$ cat src/rtl/irq_pin_ctrl.sv
module irq_pin_ctrl #(
  parameter int NSRC     = 6,
  parameter int CLK_MHZ  = 200,
  parameter int PULSE_NS = 166
) (
  input  logic            clk,
  input  logic            rst_n,
  input  logic [NSRC-1:0] evt_set,
  input  logic            wr_stb,
  input  logic [1:0]      wr_sel,
  input  logic [NSRC-1:0] wr_data,
  input  logic [1:0]      rd_sel,
  output logic [NSRC-1:0] rd_data,
  output logic            irq_pin
);
  localparam int PULSE_RAW = (PULSE_NS * CLK_MHZ + 500) / 1000;
  localparam int PULSE_CYC = (PULSE_RAW < 1) ? 1 : PULSE_RAW;
  localparam int CW        = $clog2(PULSE_CYC + 1);
  localparam logic [1:0] SEL_STAT = 2'd0;
  localparam logic [1:0] SEL_EN   = 2'd1;
  localparam logic [1:0] SEL_CTL  = 2'd2;

  logic [NSRC-1:0] status, enable;
  logic [2:0]      ctl;
  logic            req_q;
  logic [CW-1:0]   cnt;

  wire ctl_gen  = ctl[0];
  wire ctl_mode = ctl[1];
  wire ctl_pol  = ctl[2];
  wire raw      = |(status & enable);
  wire wr_stat  = wr_stb && (wr_sel == SEL_STAT);
  wire trig     = ctl_gen && raw && !req_q;

  always_ff @(posedge clk) begin
    if (!rst_n) begin
      status <= '0;
      enable <= '0;
      ctl    <= '0;
    end else begin
      status <= (status & ~(wr_stat ? wr_data : '0)) | evt_set;
      if (wr_stb && wr_sel == SEL_EN)  enable <= wr_data;
      if (wr_stb && wr_sel == SEL_CTL) ctl    <= wr_data[2:0];
    end
  end

  always_ff @(posedge clk) begin
    if (!rst_n)       req_q <= 1'b0;
    else if (ctl_gen) req_q <= raw;
  end

  always_ff @(posedge clk) begin
    if (!rst_n)        cnt <= '0;
    else if (trig)     cnt <= CW'(PULSE_CYC);
    else if (cnt != 0) cnt <= cnt - 1'b1;
  end

  wire active = ctl_mode ? (cnt != 0) : req_q;
  assign irq_pin = ctl_pol ? active : !active;

  always_comb begin
    case (rd_sel)
      SEL_STAT: rd_data = status;
      SEL_EN:   rd_data = enable;
      SEL_CTL:  rd_data = NSRC'(ctl);
      default:  rd_data = '0;
    endcase
  end

  a_r1_follow: assert property (@(posedge clk) disable iff (!rst_n)
    $past(ctl_gen) |-> (req_q == $past(raw)));
  a_r2_freeze: assert property (@(posedge clk) disable iff (!rst_n)
    !$past(ctl_gen) |-> $stable(req_q));
  a_r4_w1c: assert property (@(posedge clk) disable iff (!rst_n)
    $past(wr_stat) |-> ((status & $past(wr_data & ~evt_set)) == '0));
  a_r5_set_wins: assert property (@(posedge clk) disable iff (!rst_n)
    ($past(evt_set) != '0) |-> ((status & $past(evt_set)) == $past(evt_set)));
  a_r6_pulse_load: assert property (@(posedge clk) disable iff (!rst_n)
    $rose(cnt != 0) |-> (cnt == CW'(PULSE_CYC)));
  a_r7_idle_level: assert property (@(posedge clk) disable iff (!rst_n)
    (!req_q && cnt == 0) |-> (irq_pin == !ctl_pol));
endmodule

$ cat config.mk
export PLATFORM = sky130hd
export DESIGN_NAME = irq_pin_ctrl
export DESIGN_NICKNAME = d
export VERILOG_FILES = /design/src/rtl/irq_pin_ctrl.sv
export SDC_FILE = /design/constraint.sdc
export NUM_CORES = 1
export LEC_CHECK = 0
export ABC_AREA = 1
export BUFFER_PORTS_ARGS = -buffer_cell sky130_fd_sc_hd__buf_2
export CORE_ASPECT_RATIO = 0.9
export CORE_MARGIN = 2
export CORE_UTILIZATION = 54
export CTS_BUF_LIST = sky130_fd_sc_hd__clkbuf_2
export CTS_CLUSTER_SIZE = 30
export DETAILED_ROUTE_END_ITERATION = 7
export PLACE_DENSITY = 0.84
export SKIP_CTS_REPAIR_TIMING = 1
export SYNTH_ARGS = -nofsm -noshare
export SYNTH_HDL_FRONTEND = slang
export SYNTH_SLANG_ARGS = --single-unit
$ cat constraint.sdc
create_clock -name clk -period 2.65 [get_ports clk]
set_input_delay 0 -clock clk [delete_from_list [all_inputs] [get_ports clk]]
set_output_delay 0 -clock clk [all_outputs]
set_load 0.02 [all_outputs]
==> results.cfg <==
[route]
routed_wl_mm = 2.73
via_per_inst = 5.03
drtPass1Iterations = 4
first_iter_violations = 46
wl_per_cell_um = 12.2
vias = 1122
ant_nets = 0
drc = 0

[sta]
finClkSkew_ns = 0.00579
timing.final.max_slew_violations = 0
setup_viol = 0
fin_crit_ns = 1.67
max-slew-margin-rel_pct = 68.2
rsz0062_at_grt = false
post-route-period-util_pct = 63.1
max_freq_mhz = 598
finalSetupTns_ns = 0
finalHoldViolCount = 1
tightest_slew_ns = 0.475
holdWs_ns = -0.00257

[final_layout]
antenna_cells = 0
layout_commonest_cell = inv_1
drive_above_1_share_pct = 18.2
fin_nets = 220
final_cell_mix = inv_1 (32), nand2_1 (27), buf_2 (25), dfxtp_1 (22), o21ai_0 (18)
area_growth_pct = 29.8

[power_and_ir_drop]
p_leak_nw = 0.680
peakVddDrop_v = 0.000482
p_per_area_nw_per_um2 = 723

[clocking]
cts_root_buf = clkbuf_2
clk_latency_ns = 0.33
cts.path.max_buffers = 2
clk_pin_slew_ns = 0.21
htree_levels = 1
cts-buffers-inserted = 3
cts_tree = yes
clock_sinks = 22

[synth]
ys_warn_count = 0
ys_top_cells_by_area = dfxtp_1 (40%), inv_1 (11%), nand2_1 (9.2%)
yosysSeqAreaShare_pct = 40.1
ys_ff_latch = 22
synth_cell_types = 25
yosys.area.top_type = dfxtp_1
syn_avg_cell_area_um2 = 7.08
syn_area_um2 = 1100
syn_inst = 155
synth_nets = 176
yosys.area.top_type_share_pct = 40.1

[setup_path]
path_max_fanout = 8
end_kind = output port
setup.worst_path.start_class = flop
crit_type = flop to output port
critPathArrivalTime_ns = 1.67
required_ns = 2.65

[global_routing]
track_usage_pct = 21.1
grt_overflow = 0
grt_pass1_wl_mm = 3.75
antenna_found_initial = 0
grt_pass1_vias = 909
grt_max_degree = 13

[worst_hold_path]
worstHoldPathType = input port to flop

[placement]
port_buffers = 25
place_hpwl_mm = 1.83
gp_congestion = 0.770

[flow_run]
maxCapViolCount = 0

[floorplan]
die_w_um = 51.5
chipHeight_um = 46.8
fp.coreArea_um2 = 1910
die_area_um2 = 2410
io_pins = 26
num_rows = 15
start_util_pct = 57.3

[outcome]
status = complete, but fails checks
violations = hold timing
==> final timing paths <==
| path | startpoint | to | slack [ns] | cells past startpoint |
|---|---|---|---|---|
| min | wr_data[1] | enable[1]$_SDFFE_PN0P_ | -0.003 | 3 |
| min reg2reg | enable[4]$_SDFFE_PN0P_ | enable[4]$_SDFFE_PN0P_ | 0.48 | 2 |
| max reg2reg | cnt[0]$_SDFFE_PN0P_ | cnt[4]$_SDFFE_PP0N_ | 1.30 | 6 |
| max | cnt[0]$_SDFFE_PN0P_ | irq_pin | 0.98 | 7 |
==> state kept, by name, summed over array words and instances, names as in the netlist <==
| name | cells |
|---|---|
| enable | 6 |
| cnt | 6 |
| req_q | 1 |
| status | 6 |
| ctl | 3 |
==> power breakdown <==
part	leakage (nW)	internal (W)	switching, W
sequential	0.182	0.000387	0.0000546
combinational	0.484	0.000191	0.000261
clock	0.0140	0.0000328	0.000103
==> cells by family after synthesis <==
logic type	synth area share (%)
AOI/OAI and AO/OA	20.4
xor gates and xnor gates	2.39
adders and majority gates	2.28
buffers and inverters	12.1
DFF	40.1
and+or+nand+nor	22.7
==> critical path, cell delays in order, from the launching register on <==
cell and delay [ns]:
dfxtp_1 0.36, inv_1 0.15, ha_1 0.24, nand3_4 0.14
nand2_2 0.09, o21ai_2 0.05, xor2_1 0.13, buf_2 0.18
==> stage by stage <==
| step | setup slack [ns] | area (um2) | total power, W | util [%] | cells |
|---|---|---|---|---|---|
| after floorplan | 1.42 | 1100 | 0.000777 | - | 155 |
| after global placement | 1.46 | 1240 | 0.000842 | 65.0 | 203 |
| after detailed placement | 1.32 | 1240 | 0.000877 | 65.0 | 203 |
| after CTS | 0.978 | 1260 | 0.00101 | 66.0 | 207 |
| after global routing | 0.825 | 1420 | 0.00111 | 74.4 | 223 |
| final | 0.977 | 1420 | 0.00103 | 74.4 | 223 |
==> final cells by class <==
class,count,area [um2]
multi-input combinational,98,524
fill,174,490
sequential,22,440
timing repair buffer,41,285
inverter,33,124
tap,25,31.3
clock buffer,3,15.0
clock inverter,1,3.75
==> per-layer routing <==
metal | global-route usage, % | share of wire [%] | vias up
met5 | 0 | 0 | -
met4 | 7.89 | 0.95 | 0
met3 | 3.82 | 4.5 | 5
met2 | 41.5 | 54 | 27
met1 | 23.1 | 41 | 509
li1 | - | - | 581
==> cells in the mapped netlist, drive strengths merged <==
cell	instances
nand3	8
buf	2
o21ai	20
nand4	2
nand2	29
dfxtp	22
nor3b	1
clkinv	1
o221ai	3
nor2	10
inv	32
ha	2
or2	2
xnor2	1
a21oi	18
xor2	2
Power figures use the tool's default switching activity.
